## src/rtl/ssel_pkg.sv

```systemverilog
package ssel_pkg;
  typedef enum logic {SRC_A = 1'b0, SRC_B = 1'b1} src_t;

  localparam int CODE_W = 2;
  localparam logic [CODE_W-1:0] MODE_MANUAL = 2'b00;
  localparam logic [CODE_W-1:0] CODE_B      = 2'b01;

  function automatic src_t code_to_src(input logic [CODE_W-1:0] code);
    return (code == CODE_B) ? SRC_B : SRC_A;
  endfunction
endpackage

```

## src/rtl/ssel_pick.sv

```systemverilog
module ssel_pick
  import ssel_pkg::*;
(
  input  logic [CODE_W-1:0] mode,
  input  logic              pin_ctl_en,
  input  logic [CODE_W-1:0] man_code,
  input  logic              sel_pin,
  input  logic [CODE_W-1:0] rank_hi,
  input  logic [CODE_W-1:0] rank_lo,
  input  logic [1:0]        los,
  input  src_t              cur,
  output logic              is_auto,
  output src_t              target
);
  src_t man_src, hi_src, lo_src;

  always_comb begin
    is_auto = (mode != MODE_MANUAL);
    man_src = pin_ctl_en ? (sel_pin ? SRC_B : SRC_A) : code_to_src(man_code);
    hi_src  = code_to_src(rank_hi);
    lo_src  = code_to_src(rank_lo);
    if (!is_auto)                  target = man_src;
    else if (!los[int'(hi_src)])   target = hi_src;
    else if (!los[int'(lo_src)])   target = lo_src;
    else                           target = cur;
  end
endmodule

```

## src/rtl/ssel_hold.sv

```systemverilog
module ssel_hold
  import ssel_pkg::*;
#(
  parameter int HYST_W = 5
) (
  input  logic              clk,
  input  logic              rst_n,
  input  logic              is_auto,
  input  src_t              target,
  input  logic [HYST_W-1:0] hyst_dly,
  output src_t              cur
);
  localparam logic [HYST_W-1:0] CNT_ONE = HYST_W'(1);

  src_t              sel_q, sel_d;
  logic [HYST_W-1:0] cnt_q, cnt_d;
  logic              upd_en;

  always_comb begin
    sel_d = sel_q;
    cnt_d = cnt_q;
    if (!is_auto) begin
      sel_d = target;
      cnt_d = '0;
    end else if (target == sel_q) begin
      cnt_d = '0;
    end else if (cnt_q == hyst_dly) begin
      sel_d = target;
      cnt_d = '0;
    end else begin
      cnt_d = cnt_q + CNT_ONE;
    end
    upd_en = (sel_d != sel_q) || (cnt_d != cnt_q);
  end

  always_ff @(posedge clk or negedge rst_n) begin
    if (!rst_n) begin
      sel_q <= SRC_A;
      cnt_q <= '0;
    end else if (upd_en) begin
      sel_q <= sel_d;
      cnt_q <= cnt_d;
    end
  end

  assign cur = sel_q;

  // manual choice lands one edge later
  a_r2_manual_follow: assert property (@(posedge clk) disable iff (!rst_n)
    !is_auto |=> (sel_q == $past(target)));

  // no automatic switch before the hysteresis count expires
  a_r7_no_early_switch: assert property (@(posedge clk) disable iff (!rst_n)
    (is_auto && target != sel_q && cnt_q < hyst_dly) |=> $stable(sel_q));
endmodule

```

## src/rtl/ssel_status.sv

```systemverilog
module ssel_status
  import ssel_pkg::*;
#(
  parameter int NUM_IN = 2
) (
  input  src_t              cur,
  input  logic [NUM_IN-1:0] los,
  input  logic              pin_en,
  input  logic              act_pol,
  output logic [NUM_IN-1:0] active,
  output logic              act_a_pin,
  output logic              act_a_oe
);
  for (genvar i = 0; i < NUM_IN; i++) begin : g_act
    assign active[i] = (int'(cur) == i) && !los[i];
  end

  assign act_a_oe  = pin_en;
  assign act_a_pin = pin_en && (active[0] == act_pol);
endmodule

```

## src/rtl/clk_src_select.sv

```systemverilog
module clk_src_select
  import ssel_pkg::*;
#(
  parameter int HYST_W = 5
) (
  input  logic              clk,
  input  logic              rst_n,
  input  logic [1:0]        mode,
  input  logic              pin_ctl_en,
  input  logic [1:0]        man_code,
  input  logic              sel_pin,
  input  logic [1:0]        rank_hi,
  input  logic [1:0]        rank_lo,
  input  logic [1:0]        los,
  input  logic [HYST_W-1:0] hyst_dly,
  input  logic              act_pol,
  output logic              mux_sel,
  output logic [1:0]        active,
  output logic              act_a_pin,
  output logic              act_a_oe
);
  localparam int NUM_IN = 2;

  logic is_auto;
  src_t target, cur;

  ssel_pick u_pick (
    .mode(mode), .pin_ctl_en(pin_ctl_en), .man_code(man_code), .sel_pin(sel_pin),
    .rank_hi(rank_hi), .rank_lo(rank_lo), .los(los), .cur(cur),
    .is_auto(is_auto), .target(target)
  );

  ssel_hold #(.HYST_W(HYST_W)) u_hold (
    .clk(clk), .rst_n(rst_n), .is_auto(is_auto), .target(target),
    .hyst_dly(hyst_dly), .cur(cur)
  );

  ssel_status #(.NUM_IN(NUM_IN)) u_stat (
    .cur(cur), .los(los), .pin_en(!is_auto && pin_ctl_en), .act_pol(act_pol),
    .active(active), .act_a_pin(act_a_pin), .act_a_oe(act_a_oe)
  );

  assign mux_sel = (cur == SRC_B);

  // at most one active input
  a_r8_onehot: assert property (@(posedge clk) disable iff (!rst_n)
    $onehot0(active));

  // a lost input never reads active
  a_r8_lost_inactive: assert property (@(posedge clk) disable iff (!rst_n)
    (active & los) == 2'b00);

  // pin enabled only under pin-controlled manual selection
  a_r9_pin_oe: assert property (@(posedge clk) disable iff (!rst_n)
    act_a_oe |-> (mode == MODE_MANUAL && pin_ctl_en));

  // both inputs lost in automatic mode freezes the select
  a_r6_hold_lost: assert property (@(posedge clk) disable iff (!rst_n)
    (mode != MODE_MANUAL && los == 2'b11) |=> $stable(mux_sel));
endmodule

```

## config.mk

```make
export PLATFORM = sky130hd
export DESIGN_NAME = clk_src_select
export DESIGN_NICKNAME = d
export VERILOG_FILES = /design/src/rtl/ssel_pkg.sv /design/src/rtl/ssel_pick.sv /design/src/rtl/ssel_hold.sv /design/src/rtl/ssel_status.sv /design/src/rtl/clk_src_select.sv
export SDC_FILE = /design/constraint.sdc
export NUM_CORES = 1
export LEC_CHECK = 0
export BUFFER_PORTS_ARGS = -buffer_cell sky130_fd_sc_hd__buf_2
export CORE_AREA = 2 2 39 41
export DETAILED_ROUTE_END_ITERATION = 10
export DIE_AREA = 0 0 41 43
export SLEW_MARGIN = 40
export SYNTH_ARGS = -nofsm -noshare
export SYNTH_HDL_FRONTEND = slang
export SYNTH_HIERARCHICAL = 1
export SYNTH_SLANG_ARGS = --single-unit
```

## constraint.sdc

```tcl
create_clock -name clk -period 1.6 [get_ports clk]
set_input_delay 0 -clock clk [delete_from_list [all_inputs] [get_ports clk]]
set_output_delay 0 -clock clk [all_outputs]
set_load 0.1 [all_outputs]
```

==> impl_metrics.json <==
{
  "status": "complete, no violations",
  "cts-root-buf": "clkbuf_4",
  "drt_iter0_markers": 2,
  "dpl.hpwl_um": 767,
  "synth.area.top_cells": "dfrtp_1 33%, xnor2_1 9.7%, nor2_1 5.8%, xor2_1 5.8%, o21ai_0 3.3%",
  "yosysSeqAreaShare_pct": 33.4,
  "hold_viol": 0,
  "ys_warn_count": 6,
  "clock-sinks": 6,
  "period_needed_ns": 1.53,
  "setup_viol": 0,
  "synth_area_um2": 449,
  "synth_top_area_share_pct": 33.4,
  "clockBufferDepth": 2,
  "synth-seq-cells": 6,
  "insertion_delay_ns": 0.25,
  "die_h_um": 43,
  "n_antenna_cell": 0,
  "io_pins": 25,
  "fmax_ghz": 0.652,
  "synthCells": 50,
  "grt_pass1_wl_um": 1460,
  "ctsResizeCount": 0,
  "grt_pass1_vias": 410,
  "cts_tree": "yes",
  "worstSetupStartpointType": "register",
  "ir_drop_v": 0.000577,
  "worstSetupPathType": "reg2out",
  "worst_slew_pin_slew_ns": 0.487,
  "holdCritPathClass": "in2reg",
  "worstReg2RegStart": "u_hold/cur",
  "worstSetupEndpointType": "output port",
  "initial_core_util_pct": 32.5,
  "remaining_drc_errors": 0,
  "required_ns": 1.60,
  "tns_ns": 0,
  "worstPathMaxFanout": 7,
  "syn_nets": 71,
  "coreArea_um2": 1380,
  "htreeDepth": 1,
  "synth_edf_count": 0,
  "dieArea_um2": 1760,
  "total_power_uw": 662,
  "dr_total_vias": 447,
  "timing.final.crit_share_pct": 95.9,
  "drive_gt1_share_pct": 51.2,
  "synth_top_cell_by_area": "dfrtp_1",
  "async_flop_share_pct": 100,
  "via_per_inst": 4.66,
  "synth-main-ff-cell": "dfrtp_1",
  "hold_path_startpoint": "hyst_dly[4]",
  "maxCapViolCount": 0,
  "cts_made_buffers": 3,
  "antenna_found_initial": 0,
  "drtAntennaViolNets": 0,
  "rows": 14,
  "final_nets": 102,
  "fin_worst_skew_ns": 0.0136,
  "wl_per_cell_um": 9.47,
  "grt_usage_pct": 12.4,
  "clk_pin_slew_ns": 0.06,
  "first_pass_iters": 2,
  "grt_overflow": 0,
  "synth.distinct_cells": 27,
  "rsz0062_at_grt": "no",
  "areaGrowthSynthToFinish_pct": 45.7,
  "drt-total-wl_um": 909,
  "port_buffers": 24,
  "drv_slew": 0,
  "grt_start_max_net_pins": 10,
  "die_w_um": 41,
  "rrSetupSlack_ns": 0.11,
  "gp_congestion": 0.650,
  "critPathLaunch": "u_hold/cur",
  "arrival_ns": 1.53,
  "slew_headroom_pct": 67.7,
  "p_leak_uw": 0.000339,
  "cellPowerDensity_nw_per_um2": 1010,
  "avgSynthCellArea_um2": 8.98
}
-- logic make-up (layout without fill, tap and decap cells) --
family | count (synthesis) | count (layout) | share of synthesized area [%]
simple gates | 19 | 19 | 25.4
compound gates | 10 | 10 | 14.5
xor+xnor | 8 | 8 | 15.6
flops | 6 | 6 | 33.4
buf+inv | 5 | 35 | 5.01
fa+ha+maj | 1 | 1 | 2.79
mux | 1 | 1 | 3.34
-- timing repair --
item	CTS	global route
buffers inserted	0	2
hold buffers	1	0
hold endpoints to repair	6	0
endpoints found under the setup margin	0	4
-- cell usage after synthesis, types with 2 or more instances --
| library cell | number |
|---|---|
| o21ai_0 | 3 |
| xor2_1 | 3 |
| nand3_1 | 2 |
| dfrtp_1 | 6 |
| xnor2_1 | 5 |
| nor2_1 | 7 |
| inv_1 | 4 |
-- cell type report --
class	count	area [µm²]
fillers	149	729
multi-input cells	39	294
flip-flops and latches	6	154
repair buffers	27	145
clock buffers	4	26.3
well taps	16	20.0
inverters	4	15.0
-- worst max-delay path, stage by stage (launching register included) --
cell     delay, ns
dfrtp_4       0.50
or3_1         0.34
and3_1        0.16
buf_2         0.28
-- power breakdown --
group	switching, µW	internal [µW]	leakage [µW]
logic	196	112	0.000244
clock network	59.9	94.8	0.0000150
registers	25.0	175	0.0000803
-- path summary, 6_finish.rpt --
| kind | to | cells after the start |
|---|---|---|
| max | act_a_pin | 3 |
| min | u_hold/cnt_q[4] | 3 |
| max reg2reg | u_hold/cnt_q[2] | 7 |
| min reg2reg | u_hold/cnt_q[0] | 1 |
| max in group asynchronous | u_hold/cur | 2 |
| min in group asynchronous | u_hold/cnt_q[3] | 2 |
-- metrics by stage --
| stage | util [%] | setup WS [ns] | hold slack [ns] | instance area (µm²) | std cells |
|---|---|---|---|---|---|
| after detailed placement | 43.6 | 0.103 | -0.167 | 603 | 89 |
| after CTS | 46.2 | 0.0361 | 0.0325 | 639 | 94 |
| final | 47.3 | 0.0664 | 0.0378 | 654 | 96 |
| after floorplan | - | 0.00106 | -0.296 | 470 | 50 |
| after global routing | 47.3 | 0.00119 | 0.0532 | 654 | 96 |
| after global placement | 43.6 | 0.131 | -0.169 | 603 | 89 |
-- flip-flops by register name (all words and copies together) (netlist names) --
register,cells
u_hold/cnt_q,5
u_hold/cur,1
-- placed cells by master, fill, tap and decap left out, drive strengths merged, types with 2 or more instances in the layout --
| cell type | count |
|---|---|
| buf | 26 |
| nor2 | 7 |
| dfrtp | 6 |
| xnor2 | 5 |
| o21ai | 5 |
| inv | 4 |
| clkbuf | 4 |
| xor2 | 3 |
| nor2b | 3 |
| nand3 | 2 |
-- per-layer routing --
layer | vias up | global-route usage [%] | wire [µm]
li1 | 228 | - | -
met1 | 206 | 12.2 | 354
met2 | 13 | 21.3 | 478
met3 | 0 | 7.85 | 76
met4 | 0 | 2.00 | 0
met5 | - | 0 | 0
(Power assumes the default switching activity.)
